===== src/rtl/i2c_cond_mon_pkg.sv =====
package i2c_cond_mon_pkg;
   localparam int LINE_SDA  = 0;
   localparam int LINE_SCL  = 1;
   localparam int NUM_LINES = 2;

   typedef enum logic {
      PEND_RSTART = 1'b0,
      PEND_STOP   = 1'b1
   } pend_kind_e;
endpackage


===== src/rtl/icm_line_filter.sv =====
module icm_line_filter #(
   parameter int SYNC_STAGES = 2,
   parameter int STABLE_CYC  = 2
) (
   input  logic clk,
   input  logic rst_n,
   input  logic filt_en,
   input  logic line_in,
   output logic line_sync,
   output logic line_filt
);
   localparam int CNT_W = (STABLE_CYC < 2) ? 1 : $clog2(STABLE_CYC);

   logic [SYNC_STAGES-1:0] sync_sh;
   logic                   held_q;

   always_ff @(posedge clk or negedge rst_n) begin
      if (!rst_n) sync_sh <= '1;
      else        sync_sh <= {sync_sh[SYNC_STAGES-2:0], line_in};
   end

   assign line_sync = sync_sh[SYNC_STAGES-1];

   generate
      if (STABLE_CYC == 1) begin : g_direct
         always_ff @(posedge clk or negedge rst_n) begin
            if (!rst_n) held_q <= 1'b1;
            else        held_q <= line_sync;
         end
      end else begin : g_count
         logic [CNT_W-1:0] run_cnt;
         always_ff @(posedge clk or negedge rst_n) begin
            if (!rst_n) begin
               held_q  <= 1'b1;
               run_cnt <= '0;
            end else if (!filt_en) begin
               held_q  <= line_sync;
               run_cnt <= '0;
            end else if (line_sync != held_q) begin
               if (run_cnt == CNT_W'(STABLE_CYC - 1)) begin
                  held_q  <= line_sync;
                  run_cnt <= '0;
               end else begin
                  run_cnt <= run_cnt + 1'b1;
               end
            end else begin
               run_cnt <= '0;
            end
         end
      end
   endgenerate

   assign line_filt = filt_en ? held_q : line_sync;
endmodule


===== src/rtl/icm_cond_detect.sv =====
module icm_cond_detect (
   input  logic clk,
   input  logic rst_n,
   input  logic sda_f,
   input  logic scl_f,
   output logic start_p,
   output logic stop_p,
   output logic scl_fall
);
   logic sda_d, scl_d;

   always_ff @(posedge clk or negedge rst_n) begin
      if (!rst_n) begin
         sda_d <= 1'b1;
         scl_d <= 1'b1;
      end else begin
         sda_d <= sda_f;
         scl_d <= scl_f;
      end
   end

   assign start_p  =  sda_d & ~sda_f & scl_f & scl_d;
   assign stop_p   = ~sda_d &  sda_f & scl_f & scl_d;
   assign scl_fall =  scl_d & ~scl_f;
endmodule


===== src/rtl/icm_req_track.sv =====
module icm_req_track
   import i2c_cond_mon_pkg::*;
(
   input  logic clk,
   input  logic rst_n,
   input  logic adv_en,
   input  logic rstart_req,
   input  logic stop_req,
   input  logic start_p,
   input  logic stop_p,
   input  logic scl_fall,
   input  logic clr,
   output logic unproc_set,
   output logic unproc_flag
);
   logic       pend_q;
   pend_kind_e kind_q;
   logic       new_req, hit;

   assign new_req    = stop_req | rstart_req;
   assign hit        = pend_q & (((kind_q == PEND_RSTART) & start_p) |
                                 ((kind_q == PEND_STOP)   & stop_p));
   assign unproc_set = adv_en & pend_q & ~new_req & ~hit & scl_fall;

   always_ff @(posedge clk or negedge rst_n) begin
      if (!rst_n) begin
         pend_q      <= 1'b0;
         kind_q      <= PEND_RSTART;
         unproc_flag <= 1'b0;
      end else if (!adv_en) begin
         pend_q      <= 1'b0;
         unproc_flag <= 1'b0;
      end else begin
         if (stop_req) begin
            pend_q <= 1'b1;
            kind_q <= PEND_STOP;
         end else if (rstart_req) begin
            pend_q <= 1'b1;
            kind_q <= PEND_RSTART;
         end else if (hit || unproc_set) begin
            pend_q <= 1'b0;
         end
         if (unproc_set)  unproc_flag <= 1'b1;
         else if (clr)    unproc_flag <= 1'b0;
      end
   end
endmodule


===== src/rtl/i2c_cond_mon.sv =====
module i2c_cond_mon
   import i2c_cond_mon_pkg::*;
#(
   parameter int SYNC_STAGES = 2,
   parameter int STABLE_CYC  = 2
) (
   input  logic clk,
   input  logic rst_n,
   input  logic sda_in,
   input  logic scl_in,
   input  logic filt_en,
   input  logic stop_irq_en,
   input  logic adv_en,
   input  logic rstart_req,
   input  logic stop_req,
   input  logic byte_done,
   input  logic bus_err,
   input  logic arb_lost,
   input  logic flag_clr,
   output logic sda_filt,
   output logic scl_filt,
   output logic start_pulse,
   output logic stop_pulse,
   output logic sda_level,
   output logic scl_level,
   output logic evt_flag,
   output logic err_flag,
   output logic unproc_flag,
   output logic irq
);
   if (SYNC_STAGES < 2) begin : g_bad_sync
      $error("SYNC_STAGES must be at least 2");
   end
   if (STABLE_CYC < 1) begin : g_bad_stable
      $error("STABLE_CYC must be at least 1");
   end

   logic [NUM_LINES-1:0] raw_vec, sync_vec, filt_vec;
   logic scl_fall, unproc_set;
   logic evt_set, err_set, irq_set;

   assign raw_vec[LINE_SDA] = sda_in;
   assign raw_vec[LINE_SCL] = scl_in;

   generate
      for (genvar li = 0; li < NUM_LINES; li++) begin : g_line
         icm_line_filter #(
            .SYNC_STAGES(SYNC_STAGES),
            .STABLE_CYC (STABLE_CYC)
         ) u_filt (
            .clk      (clk),
            .rst_n    (rst_n),
            .filt_en  (filt_en),
            .line_in  (raw_vec[li]),
            .line_sync(sync_vec[li]),
            .line_filt(filt_vec[li])
         );
      end
   endgenerate

   assign sda_filt  = filt_vec[LINE_SDA];
   assign scl_filt  = filt_vec[LINE_SCL];
   assign sda_level = sync_vec[LINE_SDA];
   assign scl_level = sync_vec[LINE_SCL];

   icm_cond_detect u_det (
      .clk     (clk),
      .rst_n   (rst_n),
      .sda_f   (sda_filt),
      .scl_f   (scl_filt),
      .start_p (start_pulse),
      .stop_p  (stop_pulse),
      .scl_fall(scl_fall)
   );

   icm_req_track u_req (
      .clk        (clk),
      .rst_n      (rst_n),
      .adv_en     (adv_en),
      .rstart_req (rstart_req),
      .stop_req   (stop_req),
      .start_p    (start_pulse),
      .stop_p     (stop_pulse),
      .scl_fall   (scl_fall),
      .clr        (flag_clr),
      .unproc_set (unproc_set),
      .unproc_flag(unproc_flag)
   );

   assign evt_set = byte_done | bus_err | arb_lost | unproc_set;
   assign err_set = bus_err | arb_lost | unproc_set;
   assign irq_set = evt_set | (stop_pulse & stop_irq_en);

   always_ff @(posedge clk or negedge rst_n) begin
      if (!rst_n) begin
         evt_flag <= 1'b0;
         err_flag <= 1'b0;
         irq      <= 1'b0;
      end else begin
         evt_flag <= evt_set | (evt_flag & ~flag_clr);
         err_flag <= err_set | (err_flag & ~flag_clr);
         irq      <= irq_set | (irq & ~flag_clr);
      end
   end
endmodule


===== config.mk =====
export PLATFORM = sky130hd
export DESIGN_NAME = i2c_cond_mon
export DESIGN_NICKNAME = d
export VERILOG_FILES = /design/src/rtl/i2c_cond_mon_pkg.sv /design/src/rtl/icm_line_filter.sv /design/src/rtl/icm_cond_detect.sv /design/src/rtl/icm_req_track.sv /design/src/rtl/i2c_cond_mon.sv
export SDC_FILE = /design/constraint.sdc
export NUM_CORES = 1
export LEC_CHECK = 0
export ABC_AREA = 1
export BUFFER_PORTS_ARGS = -buffer_cell sky130_fd_sc_hd__buf_4
export CAP_MARGIN = 5
export CORE_MARGIN = 4
export CORE_UTILIZATION = 35
export CTS_CLUSTER_DIAMETER = 100
export DETAILED_ROUTE_END_ITERATION = 16
export PLACE_DENSITY_LB_ADDON = 0.2
export SYNTH_ARGS = -nofsm -noshare
export SYNTH_HDL_FRONTEND = slang
export SYNTH_SLANG_ARGS = --single-unit

===== constraint.sdc =====
create_clock -name clk -period 1.6 [get_ports clk]
set_input_delay 0.08 -clock clk [delete_from_list [all_inputs] [get_ports clk]]
set_output_delay 0.08 -clock clk [all_outputs]
set_load 0.1 [all_outputs]

==> results of run 1 <==
-- flip-flops by register name, summed over array words and instances, names as in the netlist --
signal and flops:
irq 1, g_line.u_filt.held_q 2, u_req.kind_q 1, u_req.pend_q 1, evt_flag 1, u_det.scl_d 1, u_det.sda_d 1, g_line.u_filt.g_count.run_cnt 2
g_line.u_filt.sync_sh 4, u_req.unproc_flag 1, err_flag 1
-- logic make-up after synthesis --
| logic type | synth area share (%) |
|---|---|
| and+or+nand+nor | 27.0 |
| DFF | 59.9 |
| buffers and inverters | 7.12 |
| AOI/OAI and AO/OA | 6.02 |
-- routing by layer --
| metal | up-vias | global-route usage (%) | wire, µm |
|---|---|---|---|
| met5 | - | 0 | 0 |
| met4 | 0 | 5.11 | 9 |
| met1 | 284 | 15.1 | 599 |
| met2 | 20 | 19.7 | 714 |
| met3 | 2 | 7.12 | 115 |
| li1 | 315 | - | - |
-- metrics by stage --
stage                     setup TNS [ns]  hold slack (ns)  power [mW]  setup WS, ns
after floorplan                   -0.217           -0.216       0.649        -0.134
after global placement                 0          -0.0519       0.715         0.191
after detailed placement               0          -0.0495       0.716         0.194
after CTS                         -0.119          0.00228        1.02       -0.0650
after global routing              -0.298           0.0483        1.08        -0.154
final                            -0.0701           0.0546        1.02       -0.0397
-- worst register-to-register path, cell delays in order, from the launching register on --
cell     delay, ns
dfstp_4       0.66
inv_4         0.04
nand2_4       0.05
nand2_4       0.06
nor2_4        0.11
nand2_2       0.08
buf_4         0.13
nand2_1       0.04
nand3_1       0.06
nand2_1       0.06
nand2_1       0.04
-- cell usage after synthesis --
cell type and count:
dfstp_2 8, nand3_2 1, nor2_1 4, nor2_2 3, nand3_1 3, nand2_2 3
a21oi_1 2, a31oi_1 1, nand2_1 25, inv_2 1, nand4_1 1, nand3b_1 1
dfrtp_1 8, inv_1 12, o21ai_0 5
-- where the power goes --
| group | switching (mW) | total [mW] | internal (mW) |
|---|---|---|---|
| clock network | 0.124 | 0.263 | 0.139 |
| logic | 0.184 | 0.285 | 0.101 |
| registers | 0.0216 | 0.470 | 0.449 |
| total | 0.330 | 1.02 | 0.688 |
-- timing repair --
| action | CTS | global route |
|---|---|---|
| setup buffers | 1 | 3 |
| setup endpoints to repair | 2 | 3 |
| resized for setup | 9 | 6 |
| endpoints found under the hold margin | 21 | 1 |
| hold buffers | 6 | 1 |
| pin swaps | 3 | 4 |
-- worst min path at each step --
stage	from	to	slack [ns]	cells after the start
floorplan	rst_n	err_flag	-0.22	0
global placement	rst_n	g_line[1].u_filt.g_count.run_cnt	-0.05	1
detailed placement	rst_n	g_line[1].u_filt.g_count.run_cnt	-0.05	1
CTS	bus_err	err_flag	0.002	3
global route	adv_en	u_req.unproc_flag	0.05	3
finish	adv_en	u_req.unproc_flag	0.05	3
-- layout make-up --
class	instances	area (µm²)	area share, %
Tap cell	25	31.3	2.78
Timing Repair Buffer	33	303	26.9
Clock buffer	4	36.3	3.23
Sequential cell	16	418	37.2
Inverter	13	65.1	5.79
Multi-Input combinational cell	49	270	24.1
==> impl_metrics.py, run 1 <==
metrics = {
    "finish": {
        "layout.nets": 129,
        "final_area_um2": 1120,
        "n_antenna_cell": 0,
        "final_util_pct": 63.0,
        "synthToLayoutAreaGrowth_pct": 63.9,
        "final_common_cell": "buf_4",
        "layoutNonFillerInstCount": 140,
        "layout-drive-gt1-share_pct": 47.8,
        "fillers": 157,
        "layout_common_cells": "buf_4, nand2_1, dfrtp_1",
    },
    "sta": {
        "skew_ns": 0.000495,
        "finalHoldViolCount": 0,
        "worst_pin_slew_ns": 0.280,
        "rsz0062_at_grt": "yes",
        "relSlewSlack_pct": 81.5,
        "finalSetupViolCount": 2,
        "slew_violations": 0,
        "finalCritPeriodShare_pct": 102,
        "max_freq_ghz": 0.610,
        "period_minus_slack_ns": 1.64,
        "fin_ws_ns": -0.0397,
    },
    "die": {
        "rows": 15,
        "start_util_pct": 38.5,
        "die_h_um": 52.3,
        "die-area_um2": 2730,
        "ios": 23,
        "die_x_um": 52.3,
        "core_um2": 1780,
    },
    "worst_setup_path": {
        "endpoint_kind": "primary output",
        "regToRegSetupSlack_ns": 0.15,
        "path_depth": 7,
        "critPathKind": "register to primary output",
        "worst_ep_arrival_time_ns": 1.56,
        "critPathSlowestCell": "dfstp_4",
        "critPathMaxFanout": 3,
        "cp_num_buf_inv": 3,
        "cpPeakStageDelay_ns": 0.66,
        "crit_start": "g_line[1].u_filt.sync_sh[1]",
        "rr_worst_depth": 10,
        "critPathLaunchType": "register",
        "path_cells": "inv_4, nand2_4, nand2_4, nor2_4, nand2_2, clkinvlp_4, buf_12",
        "regToRegStartpoint": "g_line[1].u_filt.sync_sh[1]",
        "reg2reg_to": "u_req.pend_q",
        "crit_family": "flip-flops",
        "crit_top_cell": "nand2_4",
        "worstPathRequired_ns": 1.52,
        "critical_path.endpoint": "stop_pulse",
    },
    "routing": {
        "routedWlPerCell_um": 10.3,
        "via_count": 621,
        "drc": 0,
        "drt_iter0_drc": 11,
        "ant_nets": 0,
        "routed_wl_um": 1440,
        "viasPerCell": 4.44,
        "firstDrtPassIters": 4,
    },
    "run_status": {
        "violations": "negative setup slack",
        "status": "finished, violations left",
    },
    "logic_synthesis": {
        "netlist-cell-type-count": 15,
        "synthTopCellsByArea": "dfstp_2, dfrtp_1, nand2_1",
        "avgSynthCellArea_um2": 8.79,
        "yosysTopAreaCellShare_pct": 30.7,
        "ys_seq_area_share_pct": 59.9,
        "synthesis.nets": 91,
        "synth_warnings": 0,
        "netlist_instances": 78,
        "syn_area_um2": 686,
        "yosysTopAreaCell": "dfstp_2",
        "synth-seq-cells": 16,
    },
    "pwr": {
        "p_leak_nw": 0.533,
        "vdd_drop_max_v": 0.000546,
        "power_density_nw_per_um2": 906,
    },
    "placed_design": {
        "dp.cells": 125,
        "portBuffers": 22,
        "gp_congestion": 0.713,
        "dp.final_hpwl_um": 1020,
        "place_area_um2": 927,
    },
    "global_routing": {
        "grt_pass1_wl_um": 2500,
        "grt.overflow.total": 0,
        "antenna_found_initial": 0,
        "grt_max_degree": 17,
        "track_usage_pct": 12.9,
        "grt_pass1_vias": 558,
    },
    "clocking": {
        "clock_path_buffers": 2,
        "htreeDepth": 1,
        "clk_latency_ns": 0.28,
        "cts_buffers": 3,
        "cts_sinks": 16,
        "tritoncts": "yes",
        "cts_root_buffer": "clkbuf_4",
        "path_clk_slew_ns": 0.09,
    },
    "worst_hold_path": {
        "holdCritPathClass": "input pin to register",
    },
    "job": {
        "cap_viol_max_count": 0,
    },
}
No activity file was read; power rests on OpenSTA's default activity.
==> run 2: changes to the inputs <==
--- a/config.mk
+++ b/config.mk
@@ -12,6 +12,7 @@
 export CORE_UTILIZATION = 35
 export CTS_CLUSTER_DIAMETER = 100
 export DETAILED_ROUTE_END_ITERATION = 16
+export MAX_ROUTING_LAYER = met4
 export PLACE_DENSITY_LB_ADDON = 0.2
 export SYNTH_ARGS = -nofsm -noshare
 export SYNTH_HDL_FRONTEND = slang
==> run 2 against run 1 <==
  * The flow still finishes with violations (negative setup slack)
  * Final cell count did not move
  * Sequential power barely moved
  * Count of clock-buffer cells in the layout unchanged
  * Via count is 0.97% higher
  * Global-route usage is 0.33 points higher
  * Worst hold slack gained 0.0011 ns
  * Core utilization is the same
  * Register-to-register slack is essentially flat
  * Cell area unchanged
  * Maximum frequency about the same
  * Worst setup slack lost 0.00071 ns
==> impl_metrics.py, run 2 (synthesis gave the netlist of run 1 again) <==
metrics = {
    "run_status": {
        "status": "finished, violations left",
        "violations": "negative setup slack",
    },
    "worst_setup_path": {
        "crit_family": "flip-flops",
        "rr_worst_depth": 10,
        "crit_top_cell": "nand2_4",
        "regToRegStartpoint": "g_line[1].u_filt.sync_sh[1]",
        "critPathMaxFanout": 3,
        "path_cells": "inv_4, nand2_4, nand2_4, nor2_4, nand2_2, clkinvlp_4, buf_12",
        "cpPeakStageDelay_ns": 0.66,
        "worst_ep_arrival_time_ns": 1.56,
        "regToRegSetupSlack_ns": 0.15,
        "reg2reg_to": "u_req.pend_q",
        "endpoint_kind": "primary output",
        "critPathLaunchType": "register",
        "cp_num_buf_inv": 3,
        "critPathKind": "register to primary output",
        "worstPathRequired_ns": 1.52,
        "critPathSlowestCell": "dfstp_4",
    },
    "routing": {
        "routedWlPerCell_um": 10.3,
        "drc": 0,
        "ant_nets": 0,
        "firstDrtPassIters": 5,
        "viasPerCell": 4.48,
        "drt_iter0_drc": 11,
        "via_count": 627,
        "routed_wl_um": 1440,
    },
    "global_routing": {
        "grt_pass1_vias": 559,
        "grt_pass1_wl_um": 2500,
        "grt_max_degree": 17,
        "antenna_found_initial": 0,
        "grt.overflow.total": 0,
        "track_usage_pct": 13.3,
    },
    "die": {
        "die_x_um": 52.3,
        "die_h_um": 52.3,
        "die-area_um2": 2730,
        "rows": 15,
        "core_um2": 1780,
        "start_util_pct": 38.5,
        "ios": 23,
    },
    "finish": {
        "reg_top3": "g_line.u_filt.sync_sh (4), g_line.u_filt.g_count.run_cnt (2), g_line.u_filt.held_q (2)",
        "top_register": "g_line.u_filt.sync_sh",
        "largest_reg_flops": 4,
        "n_antenna_cell": 0,
        "layout_common_cells": "buf_4, nand2_1, dfrtp_1",
        "layout-drive-gt1-share_pct": 47.8,
        "synthToLayoutAreaGrowth_pct": 63.9,
        "layout.nets": 129,
        "final_common_cell": "buf_4",
    },
    "sta": {
        "rsz0062_at_grt": "yes",
        "max_freq_ghz": 0.610,
        "tns_ns": -0.0706,
        "skew_ns": 0.000647,
        "finalSetupViolCount": 2,
        "relSlewSlack_pct": 81.6,
        "finalCritPeriodShare_pct": 103,
        "fin_ws_ns": -0.0404,
        "slew_violations": 0,
        "period_minus_slack_ns": 1.64,
        "worst_pin_slew_ns": 0.279,
        "finalHoldViolCount": 0,
        "whs_ns": 0.0557,
    },
    "pwr": {
        "vdd_drop_max_v": 0.000545,
        "switching_power_uw": 329,
        "total_power_mw": 1.02,
        "power_switching_share_pct": 32.4,
        "intPower_uw": 688,
        "power_density_nw_per_um2": 906,
        "p_leak_nw": 0.533,
        "power_frac_comb_pct": 28.0,
        "power.share.clock_pct": 25.8,
        "pwr-share-seq_pct": 46.2,
    },
    "worst_hold_path": {
        "whs_endpoint": "u_req.unproc_flag",
        "holdCritPathClass": "input pin to register",
        "hold_depth": 3,
        "worst_hold_startpoint": "adv_en",
    },
    "placed_design": {
        "gp_congestion": 0.721,
        "portBuffers": 22,
        "dp.final_hpwl_um": 1020,
    },
    "clocking": {
        "cts_root_buffer": "clkbuf_4",
        "tritoncts": "yes",
        "cts_sinks": 16,
        "clk_latency_ns": 0.28,
        "clock_path_buffers": 2,
        "htreeDepth": 1,
        "cts_buffers": 3,
        "path_clk_slew_ns": 0.09,
    },
    "job": {
        "cap_viol_max_count": 0,
    },
}
run 2: cell counts in the layout (fill, tap and decap cells not counted):
Identical to the previous run, type by type.
run 2: stage by stage:
| stage | util (%) | instances | setup WS, ns | cell area (µm²) |
|---|---|---|---|---|
| 2_1_floorplan | - | 78 | -0.134 | 731 |
| 3_3_place_gp | 52.0 | 125 | 0.191 | 927 |
| 3_5_place_dp | 52.0 | 125 | 0.194 | 927 |
| 4_1_cts | 59.8 | 136 | -0.0650 | 1070 |
| 5_1_grt | 63.0 | 140 | -0.154 | 1120 |
| 6_report | 63.0 | 140 | -0.0404 | 1120 |
run 2: worst max path at each step:
stage,start,to,slack [ns],cells after the start
after floorplan,g_line[0].u_filt.sync_sh[1],irq,-0.13,8
after global placement,g_line[1].u_filt.sync_sh[1],stop_pulse,0.19,7
after detailed placement,g_line[1].u_filt.sync_sh[1],stop_pulse,0.19,7
after CTS,g_line[0].u_filt.sync_sh[1],start_pulse,-0.06,6
after global routing,g_line[0].u_filt.sync_sh[1],start_pulse,-0.15,6
final,g_line[1].u_filt.sync_sh[1],stop_pulse,-0.04,7
run 2: final cells by class:
| class | instances | area (µm²) |
|---|---|---|
| clock buffers | 4 | 36.3 |
| fillers | 157 | 659 |
| inverters | 13 | 65.1 |
| multi-input cells | 49 | 270 |
| flip-flops and latches | 16 | 418 |
| well taps | 25 | 31.3 |
| repair buffers | 33 | 303 |
run 2: power groups by stage:
| stage | Sequential, mW | Combinational (mW) | Clock [mW] |
|---|---|---|---|
| floorplan | 0.514 | 0.135 | 0 |
| global placement | 0.476 | 0.239 | 0 |
| detailed placement | 0.475 | 0.241 | 0 |
| CTS | 0.469 | 0.268 | 0.279 |
| global route | 0.475 | 0.306 | 0.303 |
| finish | 0.470 | 0.285 | 0.262 |
run 2: tightest hold or removal path, cell delays in order:
cell	delay, ns
buf_4	0.09
nand4_1	0.08
nand2_1	0.06
run 2: timing repair:
action | CTS | global route
pin swaps | 3 | 4
endpoints found under the setup margin | 2 | 3
setup buffers | 1 | 3
hold buffers | 6 | 1
endpoints found under the hold margin | 21 | 1
gates resized for setup | 9 | 6
run 2: per-layer routing:
metal  wire [µm]  global-route usage [%]  part of all wire, %
met3         120                    6.84                  8.3
met1         595                    15.3                   41
met5           0                       -                    0
met4           6                    5.11                 0.42
met2         719                    19.7                   50
==> run 3: changes to the inputs <==
--- a/config.mk
+++ b/config.mk
@@ -8,8 +8,10 @@
 export ABC_AREA = 1
 export BUFFER_PORTS_ARGS = -buffer_cell sky130_fd_sc_hd__buf_4
 export CAP_MARGIN = 5
-export CORE_MARGIN = 4
+export CORE_ASPECT_RATIO = 1.2
+export CORE_MARGIN = 2
 export CORE_UTILIZATION = 35
+export CTS_BUF_LIST = sky130_fd_sc_hd__clkbuf_8
 export CTS_CLUSTER_DIAMETER = 100
 export DETAILED_ROUTE_END_ITERATION = 16
 export MAX_ROUTING_LAYER = met4
==> run 3 against run 2 <==
  * The run now ends clean
  * First-iteration DRC count down 73%
  * Sequential power is essentially flat
  * Core utilization down 5.2 points
  * Sequential share of layout area up 1.9 points
  * Die area down 15%
  * Critical path type unchanged
  * Critical endpoint is now start_pulse
==> impl_metrics.py, run 3 (synthesis gave the netlist of run 1 again) <==
metrics = {
    "finish": {
        "layout-drive-gt1-share_pct": 48.1,
        "layout_common_cells": "nand2_1, buf_4, dfrtp_1",
        "top_register": "g_line.u_filt.sync_sh",
        "synthToLayoutAreaGrowth_pct": 56.0,
        "n_antenna_cell": 0,
        "final_area_um2": 1070,
        "reg_top3": "g_line.u_filt.sync_sh (4), g_line.u_filt.g_count.run_cnt (2), g_line.u_filt.held_q (2)",
        "layout.nets": 122,
        "largest_reg_flops": 4,
        "fillers": 176,
    },
    "clocking": {
        "tritoncts": "yes",
        "clk_latency_ns": 0.25,
        "cts_buffers": 3,
        "htreeDepth": 1,
        "path_clk_slew_ns": 0.06,
        "cts_root_buffer": "clkbuf_8",
        "clock_path_buffers": 2,
        "cts_sinks": 16,
    },
    "die": {
        "rows": 17,
        "start_util_pct": 37.1,
        "core_um2": 1850,
        "die_h_um": 52.5,
        "die_x_um": 44.4,
        "die-area_um2": 2330,
        "ios": 23,
    },
    "routing": {
        "viasPerCell": 4.51,
        "routed_wl_um": 1310,
        "drt_iter0_drc": 3,
        "routedWlPerCell_um": 10.3,
        "firstDrtPassIters": 2,
        "via_count": 573,
        "drc": 0,
        "ant_nets": 0,
    },
    "worst_setup_path": {
        "path_cells": "inv_4, nand2_4, nand2_4, nand3b_1, clkinvlp_4, buf_12",
        "critPathLaunchType": "register",
        "critPathKind": "register to primary output",
        "critPathSlowestCell": "dfstp_4",
        "cpPeakStageDelay_ns": 0.63,
        "critPathMaxFanout": 4,
        "worstPathRequired_ns": 1.52,
        "crit_top_cell": "nand2_4",
        "worst_ep_arrival_time_ns": 1.49,
        "endpoint_kind": "primary output",
    },
    "sta": {
        "max_freq_ghz": 0.637,
        "finalCritPeriodShare_pct": 98.1,
        "period_minus_slack_ns": 1.57,
        "tns_ns": 0,
        "skew_ns": 0.00206,
        "rsz0062_at_grt": "yes",
        "finalSetupViolCount": 0,
        "fin_ws_ns": 0.0299,
        "slew_violations": 0,
        "worst_pin_slew_ns": 0.281,
        "relSlewSlack_pct": 81.4,
        "finalHoldViolCount": 0,
    },
    "global_routing": {
        "grt_max_degree": 17,
        "grt_pass1_vias": 589,
        "grt.overflow.total": 0,
        "grt_pass1_wl_um": 2390,
        "track_usage_pct": 15.0,
        "antenna_found_initial": 0,
    },
    "placed_design": {
        "portBuffers": 22,
        "place_ws_ns": 0.189,
        "gp_congestion": 0.660,
        "place_area_um2": 920,
        "dp.final_hpwl_um": 989,
    },
    "pwr": {
        "p_leak_nw": 0.511,
        "power_density_nw_per_um2": 1020,
        "vdd_drop_max_v": 0.000788,
    },
    "job": {
        "cap_viol_max_count": 0,
    },
    "worst_hold_path": {
        "holdCritPathClass": "input pin to register",
    },
    "run_status": {
        "status": "complete, no violations",
    },
}
==> run 3: report_power, final <==
| part | switching [mW] | total [mW] | internal (mW) |
|---|---|---|---|
| Sequential | 0.0209 | 0.470 | 0.450 |
| Clock | 0.135 | 0.353 | 0.218 |
| Combinational | 0.180 | 0.263 | 0.0834 |
==> run 3: cell type report <==
cell class                      instances  area, µm²  area share (%)
Sequential cell                        16        418            39.1
Multi-Input combinational cell         49        280            26.2
Timing Repair Buffer                   26        228            21.3
Inverter                               13       65.1            6.08
Clock buffer                            4       55.1            5.15
Tap cell                               19       23.8            2.22
==> run 3: critical path: cells and delay by family, from the launching register on <==
| family | cells | cell delay, ns |
|---|---|---|
| AND/OR/NAND/NOR | 3 | 0.28 |
| buffers and inverters | 3 | 0.34 |
| flip-flops | 1 | 0.63 |
==> run 3: worst paths after layout <==
path	startpoint	to	slack [ns]	cells past startpoint
hold reg to reg	g_line[0].u_filt.sync_sh[0]	g_line[0].u_filt.sync_sh[1]	0.36	0
setup / recovery	g_line[0].u_filt.sync_sh[1]	start_pulse	0.03	6
hold / removal	byte_done	evt_flag	0.03	3
min in group asynchronous	rst_n	g_line[1].u_filt.g_count.run_cnt	0.23	2
setup reg to reg	g_line[0].u_filt.sync_sh[1]	u_req.pend_q	0.20	10
max in group asynchronous	rst_n	g_line[0].u_filt.sync_sh[0]	1.12	2
==> run 3: what timing repair did <==
item / in CTS / in global routing
hold buffers: 3 / 0
buffers inserted: 1 / 0
resized for setup: 12 / 2
hold endpoints to repair: 18 / 0
pin swaps: 4 / 3
setup endpoints to repair: 2 / 2
==> run 3: through the flow <==
stage | utilization [%] | total power, mW | hold slack (ns) | cells
global route | 57.8 | 1.15 | 0.0405 | 127
CTS | 57.4 | 1.10 | 0.0276 | 127
floorplan | - | 0.649 | -0.216 | 78
finish | 57.8 | 1.09 | 0.0296 | 127
global placement | 49.7 | 0.715 | -0.0475 | 119
detailed placement | 49.7 | 0.716 | -0.0481 | 119
==> run 3: layer usage <==
metal  part of all wire (%)  routed length (µm)  GRT usage [%]  up-vias
li1                       -                   -              -      299
met3                    5.6                  73           3.10        4
met4                    2.0                  26           9.09        0
met2                     50                 658           23.8       18
met5                      0                   0              -        -
met1                     42                 550           17.2      252
